===== src/rtl/prog_cycle_seq.sv =====
module prog_cycle_seq #(
  parameter int AW      = 10,
  parameter int WB      = 8,
  parameter int PG_BITS = 3,
  parameter int PRE_DIV = 128,
  parameter int INT_PH  = 16,
  parameter int EXT_PH  = 128,
  localparam int NB     = 1 << PG_BITS,
  localparam int CW     = $clog2(NB + 1),
  localparam int PW     = $clog2(PRE_DIV),
  localparam int PH_MAX = (INT_PH > EXT_PH) ? INT_PH : EXT_PH,
  localparam int UW     = $clog2(PH_MAX)
) (
  input  logic            clk,
  input  logic            rst,
  input  logic            start_i,
  input  logic [CW-1:0]   nbytes_i,
  input  logic            page_i,
  input  logic [AW-1:0]   addr_i,
  input  logic [NB*8-1:0] latch_i,
  input  logic            sel_evt_i,
  input  logic            src_pin_i,
  input  logic            ext_clk_i,
  output logic            busy_o,
  output logic            erase_o,
  output logic            wr_stb_o,
  output logic [AW-1:0]   wr_addr_o,
  output logic [7:0]      wr_data_o,
  output logic            ext_mode_o
);

  typedef enum logic [1:0] {S_IDLE, S_ERASE, S_WRITE, S_TAIL} st_t;

  st_t               st;
  logic [PW-1:0]     pre;
  logic [UW-1:0]     ucnt;
  logic [PG_BITS-1:0] idx;
  logic [CW-1:0]     n_lat;
  logic              page_lat;
  logic [AW-1:0]     addr_lat;
  logic [NB*8-1:0]   data_lat;
  logic [2:0]        xsync;

  assign busy_o  = (st != S_IDLE);
  assign erase_o = (st == S_ERASE);

  wire accept   = start_i & ~busy_o;
  wire tick_int = busy_o & (pre == PW'(PRE_DIV - 1));
  wire ext_rise = xsync[1] & ~xsync[2];
  wire unit     = ext_mode_o ? ext_rise : tick_int;
  wire [UW-1:0] ph_last = ext_mode_o ? UW'(EXT_PH - 1) : UW'(INT_PH - 1);
  wire in_phase = (st == S_ERASE) | (st == S_WRITE);
  wire ph_end   = unit & in_phase & (ucnt == ph_last);
  wire last_byt = ((CW'(idx) + CW'(1)) == n_lat);

  wire [AW-1:0] a_pg = {addr_lat[AW-1:PG_BITS], addr_lat[PG_BITS-1:0] + idx};
  wire [AW-1:0] a_by = {addr_lat[AW-1:WB], addr_lat[WB-1:0] + WB'(idx)};

  always_ff @(posedge clk) begin
    if (rst) xsync <= '0;
    else     xsync <= {xsync[1:0], ext_clk_i};
  end

  always_ff @(posedge clk) begin
    if (rst)
      ext_mode_o <= 1'b0;
    else if (sel_evt_i && !busy_o)
      ext_mode_o <= ~src_pin_i;
  end

  always_ff @(posedge clk) begin
    if (rst || accept || tick_int) pre <= '0;
    else if (busy_o)               pre <= pre + PW'(1);
  end

  always_ff @(posedge clk) begin
    if (rst) begin
      st       <= S_IDLE;
      ucnt     <= '0;
      idx      <= '0;
      n_lat    <= '0;
      page_lat <= 1'b0;
      addr_lat <= '0;
      data_lat <= '0;
    end else begin
      case (st)
        S_IDLE: if (accept) begin
          st       <= S_ERASE;
          ucnt     <= '0;
          idx      <= '0;
          n_lat    <= nbytes_i;
          page_lat <= page_i;
          addr_lat <= addr_i;
          data_lat <= latch_i;
        end
        S_ERASE, S_WRITE: if (unit) begin
          if (ph_end) begin
            ucnt <= '0;
            if (st == S_ERASE)
              st <= S_WRITE;
            else if (last_byt)
              st <= S_TAIL;
            else begin
              idx <= idx + PG_BITS'(1);
              st  <= page_lat ? S_WRITE : S_ERASE;
            end
          end else
            ucnt <= ucnt + UW'(1);
        end
        S_TAIL: if (unit) st <= S_IDLE;
        default: st <= S_IDLE;
      endcase
    end
  end

  always_ff @(posedge clk) begin
    if (rst) begin
      wr_stb_o  <= 1'b0;
      wr_addr_o <= '0;
      wr_data_o <= '0;
    end else begin
      wr_stb_o <= ph_end & (st == S_WRITE);
      if (ph_end && st == S_WRITE) begin
        wr_addr_o <= page_lat ? a_pg : a_by;
        wr_data_o <= data_lat[8*idx +: 8];
      end
    end
  end

  AST_START_BUSY: assert property (@(posedge clk) disable iff (rst)
    (start_i && !busy_o) |=> (busy_o && erase_o));
  AST_STB_BUSY: assert property (@(posedge clk) disable iff (rst)
    wr_stb_o |-> busy_o);
  AST_NO_OVERFLOW: assert property (@(posedge clk) disable iff (rst)
    busy_o |-> (CW'(idx) < n_lat));
  AST_MODE_HELD: assert property (@(posedge clk) disable iff (rst)
    (busy_o && $past(busy_o)) |-> $stable(ext_mode_o));
  AST_IGNORE_START: assert property (@(posedge clk) disable iff (rst)
    (busy_o && start_i) |=> ($stable(n_lat) && $stable(addr_lat)));

endmodule


===== config.mk =====
export PLATFORM = sky130hd
export DESIGN_NAME = prog_cycle_seq
export DESIGN_NICKNAME = d
export VERILOG_FILES = /design/src/rtl/prog_cycle_seq.sv
export SDC_FILE = /design/constraint.sdc
export NUM_CORES = 1
export LEC_CHECK = 0
export BUFFER_PORTS_ARGS = -buffer_cell sky130_fd_sc_hd__buf_2
export CAP_MARGIN = 25
export CORE_ASPECT_RATIO = 1.75
export CORE_MARGIN = 4
export CORE_UTILIZATION = 55
export DETAILED_ROUTE_END_ITERATION = 12
export GPL_ROUTABILITY_DRIVEN = 0
export PLACE_DENSITY_LB_ADDON = 0.2
export SETUP_SLACK_MARGIN = 0.4
export SYNTH_ARGS = -nofsm -noshare
export SYNTH_HDL_FRONTEND = slang
export SYNTH_SLANG_ARGS = --single-unit

===== constraint.sdc =====
create_clock -name clk -period 2.6 [get_ports clk]
set_input_delay 0.26 -clock clk [delete_from_list [all_inputs] [get_ports clk]]
set_output_delay 0.26 -clock clk [all_outputs]
set_load 0.005 [all_outputs]

# [Yosys cells after proc, flatten, opt, wreduce, memory -nomap -nowiden]
# Cells that the tools add are included.
# W data, S select, Z words.
[totals] register_bits=121 inputBits=85 word_cells=76
[classes] shifts=1 add_sub_neg=6 n_reduce_logical=13 mux=21 n_eq_ne=12 n_bitwise=10
[ops] op="$shiftx A64 B7 Y8" n=1
[ops] op="$mux W7" n=4
[ops] op="$mux W3" n=5
[ops] op="$add A7 B1 Y7 const B" n=2
[ops] op="$mux W2" n=7
[ops] op="$pmux W7 S2" n=1
[ops] op="$ne A2 B2 Y1 const B" n=6
[ops] op="$add A8 B3 Y8" n=1
[ops] op="$mux W8" n=1
[ops] op="$eq A7 B7 Y1" n=1
[ops] op="$eq A7 B7 Y1 const B" n=1
[ops] op="$and A1 B1 Y1" n=6
[ops] op="$pmux W2 S3" n=1
[ops] op="$pmux W3 S2" n=1
[ops] op="$reduce_and A6 Y1" n=1
[ops] op="$add A3 B1 Y4 const B" n=1
[ops] op="$eq A2 B2 Y1 const B" n=2
[ops] op="$eq A4 B4 Y1" n=1
[ops] op="$reduce_and A4 Y1" n=1
[ops] op="$reduce_bool A2 Y1" n=2
[ops] op="$add A3 B1 Y3 const B" n=1
[ops] op="$add A3 B3 Y3" n=1
[ops] op="$not A1 Y1" n=3
[ops] op="$reduce_and A3 Y1" n=1
[ops] op="9 further kinds" n=11

# [Longest topological paths before layout]
# Gate-level depths: netlist of the first run.
[logic_depth] depth_word=8 mapped_depth=9

# [Worst setup path before layout of the first run]
# Ideal clock, no wire load.
[synth_timing] path_kind="reg-to-reg" startpoint="register st[0]" endpoint="register idx[1]" slack_ps=755 path_buffers=0 required_time_ps=2477 t_arrival_ps=1723 stages_incl_launch_ff=8 cell_sequence="dfxtp_1 > inv_1 > ha_1 > mux2_2 > and2b_1 > and2_1 > a41oi_1 > o21ai_1"
[synth_via] elab_chain_cells=7
[synth_lines] element="from (decl)" line_no="34" text="st_t st;"
[synth_lines] element="from (signal assigned)" line_no="105" text="st <= page_lat ? S_WRITE : S_ERASE;"
[synth_lines] element="$reduce_bool A2 Y1" line_no="44" text="assign busy_o = (st != S_IDLE);"
[synth_lines] element="$and A1 B1 Y1" line_no="48" text="wire tick_int = busy_o & (pre == PW'(PRE_DIV - 1));"
[synth_lines] element="$mux W1" line_no="50" text="wire unit = ext_mode_o ? ext_rise : tick_int;"
[synth_lines] element="$and A1 B1 Y1 (2 in a row)" line_no="53" text="wire ph_end = unit & in_phase & (ucnt == ph_last);"
[synth_lines] element="$ne A2 B2 Y1 (no source line)"
[synth_lines] element="$reduce_and A6 Y1 (no source line)"
[synth_lines] element="to (signal assigned)" line_no="104" text="idx <= idx + PG_BITS'(1);"
[synth_lines] element="to (decl)" line_no="37" text="logic [PG_BITS-1:0] idx;"
# Several ways; a longest one is shown, not always the timed one.
# A chain may end at the register's enable or synchronous reset.

# [Worst setup path in the final report of the first run]
[layout_timing] startpoint="register idx[0]" endpoint="register idx[0]"
[layout_via] elab_chain_cells=6
[layout_lines] element="$add A3 B1 Y3" line_no="104"
[layout_lines] element="$mux W3" line_no="101" text="else if (last_byt)"
[layout_lines] element="$mux W3" line_no="99" text="if (st == S_ERASE)"
[layout_lines] element="$mux W3" line_no="97" text="if (ph_end) begin"
[layout_lines] element="$mux W3" line_no="96" text="S_ERASE, S_WRITE: if (unit) begin"
[layout_lines] element="$pmux W3 S2" line_no="86" text="case (st)"
# Several ways; a longest one is shown, not always the timed one. The select of a mux whose other input is x is not followed.

==> results of run 1 <==
[how the worst min path moves through the flow]
stage	from	to	slack, ns	depth (start not counted)
2_1_floorplan	src_pin_i	ext_mode_o	0.38	1
3_3_place_gp	xsync[0]	xsync[1]	0.43	1
3_5_place_dp	xsync[0]	xsync[1]	0.44	1
4_1_cts	src_pin_i	ext_mode_o	0.05	2
5_1_grt	src_pin_i	ext_mode_o	0.07	2
6_report	src_pin_i	ext_mode_o	0.06	2
[through the flow]
step,hold WS (ns),instances
CTS,0.0543,826
finish,0.0608,826
global route,0.0657,826
global placement,0.428,796
detailed placement,0.439,796
floorplan,0.376,598
[power breakdown]
part / total (mW) / leakage (nW) / internal [mW] / switching [mW]
registers: 2.08 / 0.988 / 1.99 / 0.0884
clock network: 2.20 / 0.277 / 1.39 / 0.800
logic: 0.718 / 1.41 / 0.297 / 0.421
[critical path: stages, from the launching register on]
cell and delay (ns):
dfxtp_1 0.46, buf_4 0.38, inv_2 0.06, a311oi_2 0.27, o211ai_2 0.22, a21o_1 0.25, a311oi_2 0.28
[state kept, by name (all words and copies together), names as in the netlist]
signal,cells
wr_addr_o,10
wr_data_o,8
pre,7
wr_stb_o,1
xsync,3
idx,3
data_lat,64
st,2
ext_mode_o,1
ucnt,7
addr_lat,10
page_lat,1
n_lat,4
[cell families after synthesis]
| family | after synthesis |
|---|---|
| muxes | 30 |
| DFF | 121 |
| xor gates and xnor gates | 19 |
| buffers and inverters | 47 |
| adders and majority gates | 11 |
| AOI/OAI and AO/OA | 126 |
| and+or+nand+nor | 244 |
[placed cells by master (no fill, tap or decap), types with 2 or more instances in the layout]
master,n
and4_1,2
xnor2_1,7
clkbuf_16,17
dfxtp_1,121
or3_1,2
buf_4,6
a311oi_2,2
clkbuf_8,4
o21ai_1,3
clkinv_2,5
a211oi_2,14
nor2b_1,8
o21a_1,2
o211ai_2,2
nor3b_1,2
a21o_1,4
a21oi_1,86
nand4_1,3
nor4_1,2
nor2_1,32
mux4_2,15
buf_12,5
mux2i_1,13
xor2_1,12
nor2_2,5
nand2b_1,3
nand3_1,6
nand2_1,166
inv_1,6
buf_2,105
a211o_1,2
ha_1,9
and3_1,3
[final cells by class]
| class | count | area, µm² |
|---|---|---|
| Fill cell | 760 | 2910 |
| Clock buffer | 22 | 484 |
| Inverter | 7 | 26.3 |
| Tap cell | 122 | 153 |
| Clock inverter | 8 | 71.3 |
| Sequential cell | 121 | 2420 |
| Multi-Input combinational cell | 430 | 2730 |
| Timing Repair Buffer | 116 | 671 |
[synth_stat cells (3+ instances only)]
cell type	n	area [µm²]
nand2_1	167	627
dfxtp_1	121	2420
a21oi_1	86	430
nor2_1	32	120
clkbuf_1	23	86.3
mux4_2	15	338
a211oi_2	14	175
mux2i_1	13	130
xor2_1	12	105
ha_1	10	125
buf_2	8	40.0
nor2b_1	8	50.1
xnor2_1	7	61.3
inv_1	6	22.5
nand3_1	6	30.0
nor2_2	5	31.3
a21o_1	4	30.0
buf_1	4	15.0
and3_1	3	18.8
and4_1	3	26.3
nand2b_1	3	18.8
nand4_1	3	18.8
o21ai_1	3	15.0
[layer usage]
metal / part of all wire (%) / track usage, % / up-vias / wire, µm
li1: - / - / 2227 / -
met1: 37 / 26.1 / 2150 / 4800
met2: 54 / 42.1 / 123 / 7100
met3: 4.7 / 5.59 / 40 / 619
met4: 4.1 / 12.1 / 0 / 536
met5: 0 / 0 / - / 0
==> reports/results.ini, run 1 <==
[status]
outcome = finished clean

[clock_network]
cts_max_level = 4
hold_buffers = 0
postCtsResizedCells = 0
cts_buffers = 17
clkLatencyLatePin_ns = 0.41
cts_sinks = 121
cts_tree = yes
cts-root-buf = clkbuf_16
cts_setup_buffers = 0
clk_pin_slew_ns = 0.06
clk_path_buf_depth = 2

[setup_path]
end_kind = register
arrival_ns = 2.36
crit_type = reg -> reg
reg2reg_depth = 6
worstPathMaxFanout = 19
rr_endpoint = idx[0]
critical_path.endpoint = idx[0]
r2r-start = idx[0]
critPathLaunchType = register
r2r_slack_ns = 0.57
cp_data_required_time_ns = 2.92
crit_path_start = idx[0]

[synthesis]
yosys.area_share.simple_pct = 19.9
synth_xor_xnor_area_share_pct = 3.11
async_flop_share_pct = 0
muxShareOfSynthArea_pct = 9.44
synth-main-ff-cell = dfxtp_1
syn_area_um2 = 5360
synthCells = 598
synth_nets = 694
synth.avg_cell_area_um2 = 8.96
synth-edff-count = 0
synth_compound_area_share_pct = 15.3
ys_warn_count = 0
ys_seq_elements = 121
yosysSeqAreaShare_pct = 45.2
synth-adder-area-share_pct = 2.71
synth_top_family_by_area = simple AND/OR/NAND/NOR gates
ys_types = 55

[grt]
grt_use_total_pct = 24.1
antenna_found_initial = 0
grt_pass1_vias = 4642
grt_max_degree = 80
grt-ovfl-total = 0
grt_pass1_wl_mm = 21.3

[layout]
syn_to_final_growth_pct = 22.4
antennaDiodeCount = 0
drive_above_1_share_pct = 27.6
final_area_um2 = 6550
nets = 789
final_util_pct = 69.2

[timing]
finalWorstSetupSlack_ns = 0.567
max_clock_freq_mhz = 492
rsz0062_at_grt = false
setup_tns_ns = 0
skew_ns = 0.00988
relSlewSlack_pct = 53.6
max_slew.worst_pin.slew_ns = 0.695
report.final.slew_viol_count = 0
setup_violations = 0
fin_crit_ns = 2.03
hold_viol_final = 0
finalCritPeriodShare_pct = 78.2

[drt]
drc = 0
wl_per_cell_um = 15.8
ant_nets = 0
vias = 4540
drtIter0Drc = 304
drt-vias-per-instance = 5.50
firstDrtPassIters = 5
routed_wl_mm = 13.1

[floorplanning]
core_um2 = 9470
fp-row-count = 47
die_w_um = 82.6
die_area_um2 = 11400
initial_utilization_pct = 56.6
ios = 107
die_h_um = 139

[placement]
pre_cts_ws_ns = 0.499
placed_area_um2 = 5980
dp_hpwl_mm = 9.30
numPortBuffers = 106

[min_path]
min_path_type = in -> reg

[power_and_ir_drop]
power.total_mw = 5.00
p_per_area_nw_per_um2 = 762
p_leak_nw = 2.67
ir_drop_mv = 0.560

[job]
maxCapViolCount = 0

No activity file was read; power rests on OpenSTA's default activity.
==> run 2: changes to the inputs <==
Clock period 2.6 ns to 1.95 ns, I/O delays scaled along.
==> run 2 against run 1 <==
Against the previous run:
- the flow now finishes with violations (negative hold slack, negative setup slack)
- clock skew is 0.0023 ns lower
- power is 74% higher
- hold slack worse by 0.066 ns
- fmax is 1.9% lower
- critical path type unchanged
- largest cell class unchanged
- largest power group unchanged
- highest routed layer unchanged
==> reports/results.ini, run 2 (same netlist as run 1, synthesis figures left out) <==
[status]
outcome = complete, but fails checks  ; was finished clean
violations = negative hold slack, negative setup slack

[layout]
antennaDiodeCount = 0  ; unchanged
final_cell_mix = dfxtp_1 (114), nand2_1 (113), buf_2 (104)  ; was nand2_1 (166), dfxtp_1 (121), buf_2 (105)
layout.cells.non_filler = 916  ; was 826
top_register = data_lat  ; unchanged
nets = 877  ; was 789
drive_above_1_share_pct = 49.6  ; was 27.6%
n_fill_cell = 348  ; was 760
multi_input_area_um2 = 3330  ; was 2730 µm²
seq_area_um2 = 2440  ; was 2420 µm²
final_area_um2 = 8560  ; was 6550 µm²
final_common_cell = dfxtp_1  ; was nand2_1
syn_to_final_growth_pct = 59.8  ; was 22.4%
largest_reg_flops = 64  ; unchanged
reg_top3 = data_lat x64, addr_lat x10, wr_addr_o x10  ; unchanged

[setup_path]
r2r-start = pre[0]  ; was idx[0]
critical_path.endpoint = wr_data_o[1]  ; was idx[0]
crit_path_start = pre[0]  ; was idx[0]
arrival_ns = 2.37  ; was 2.36 ns
worstPathMaxFanout = 5  ; was 19
end_kind = register  ; unchanged
r2r_slack_ns = -0.12  ; was 0.57 ns
reg2reg_depth = 7  ; was 6
rr_endpoint = wr_data_o[1]  ; was idx[0]
cp_data_required_time_ns = 2.25  ; was 2.92 ns
critPathLaunchType = register  ; unchanged
crit_type = reg -> reg  ; unchanged

[grt]
use_met1_pct = 31.3  ; was 26.1%
grt_pass1_vias = 5187  ; was 4642
grt_pass1_wl_mm = 25.6  ; was 21.3 mm
grt_max_degree = 58  ; was 80
top_usage_layer = met2  ; unchanged
use_met3_pct = 7.15  ; was 5.59%
use_met2_pct = 49.3  ; was 42.1%
grt-ovfl-total = 0  ; unchanged
grt_use_total_pct = 29.4  ; was 24.1%
antenna_found_initial = 0  ; unchanged

[clock_network]
clk_path_buf_depth = 2  ; unchanged
cts_sinks = 121  ; unchanged
cts_max_level = 4  ; unchanged
cts_buffers = 17  ; unchanged
cts-root-buf = clkbuf_16  ; unchanged
cts_tree = yes  ; unchanged
clk_pin_slew_ns = 0.06  ; about the same
clkLatencyLatePin_ns = 0.44  ; was 0.41 ns

[drt]
ant_nets = 0  ; unchanged
wl_per_cell_um = 27.8  ; was 15.8 µm
drtIter0Drc = 644  ; was 304
drc = 0  ; unchanged
firstDrtPassIters = 6  ; was 5
routed_wl_mm = 25.5  ; was 13.1 mm
drt-vias-per-instance = 6.70  ; was 5.50
vias = 6141  ; was 4540

[floorplanning]
ios = 107  ; unchanged
die_area_um2 = 11400  ; unchanged
initial_utilization_pct = 56.6  ; unchanged
die_h_um = 139  ; unchanged
fp-row-count = 47  ; unchanged
core_um2 = 9470  ; unchanged
die_w_um = 82.6  ; unchanged

[placement]
placed_area_um2 = 6030  ; was 5980 µm²
place_inst = 800  ; was 796
numPortBuffers = 106  ; unchanged
pre_cts_ws_ns = 0.0935  ; was 0.499 ns
dp_hpwl_mm = 9.31  ; was 9.30 mm

[timing]
setup_tns_ns = -0.139  ; was 0 ns
fin_crit_ns = 2.07  ; was 2.03 ns
finalCritPeriodShare_pct = 106  ; was 78.2%
setup_violations = 2  ; was 0
relSlewSlack_pct = 59.0  ; was 53.6%
report.final.slew_viol_count = 0  ; unchanged
finalWorstSetupSlack_ns = -0.123  ; was 0.567 ns
max_slew.worst_pin.slew_ns = 0.615  ; was 0.695 ns
rsz0062_at_grt = true  ; was false
hold_viol_final = 3  ; was 0
skew_ns = 0.00756  ; was 0.00988 ns
whs_ns = -0.00502  ; was 0.0608 ns
max_clock_freq_mhz = 482  ; was 492 MHz

[job]
maxCapViolCount = 0  ; unchanged

[min_path]
min_path_type = in -> reg  ; unchanged

[power_and_ir_drop]
ir_drop_mv = 0.868  ; was 0.560 mV
p_per_area_nw_per_um2 = 1020  ; was 762 nW/µm²
p_leak_nw = 3.61  ; was 2.67 nW

## run 2: cell types whose count changed in the layout (fill, tap and decap cells not counted), sizes merged, moves of 2 or more
cell	change
clkbuf	+15
clkinv	-2
dlygate4sd3	+3
buf	+68
bufinv	+3
## run 2: power breakdown
group	leakage (nW)	switching (mW)	internal (mW)
Combinational	2.30	1.22	1.14
Clock	0.317	1.25	2.28
Sequential	0.991	0.164	2.66
## run 2: critical path, cell delays in order, from the launching register on
cell and delay, ns:
dfxtp_1 0.40, ha_1 0.23, nand4b_4 0.16, o21ai_4 0.17
and4_4 0.35, buf_12 0.15, nor2_1 0.11, a211oi_2 0.36
## run 2: timing repair
item                       in CTS  in global routing
hold endpoints to repair        2                  0
setup endpoints to repair     111                119
hold buffers                    3                  0
resized for setup              39                148
setup buffers                  28                 21
pin swaps                      16                 56
gates cloned                    5                 27
## run 2: through the flow
stage          utilization [%]  total power [mW]
6_report                  90.4              8.71
3_3_place_gp              63.7              3.74
3_5_place_dp              63.7              3.79
2_1_floorplan                -              3.47
5_1_grt                   90.4              8.85
4_1_cts                   76.6              7.39
## run 2: worst min path at each step
stage,startpoint,end,slack (ns),cells past startpoint
floorplan,src_pin_i,ext_mode_o,0.31,1
global placement,src_pin_i,ext_mode_o,0.40,2
detailed placement,src_pin_i,ext_mode_o,0.40,2
CTS,latch_i[63],data_lat[63],0.01,3
global route,latch_i[31],data_lat[31],0.004,3
finish,latch_i[23],data_lat[23],-0.005,3
## run 2: routing by layer
layer / wire, µm / vias up
met5: 0 / -
met4: 3070 / 0
met3: 2780 / 264
met2: 12000 / 565
met1: 7560 / 2894
li1: - / 2418
## run 2: cell type report
cell class	instances	share of cell area (%)
multi-input cells	432	38.9
flip-flops and latches	121	28.5
repair buffers	202	22.9
clock inverters	10	1.92
clock buffers	22	5.66
well taps	122	1.78
inverters	7	0.366
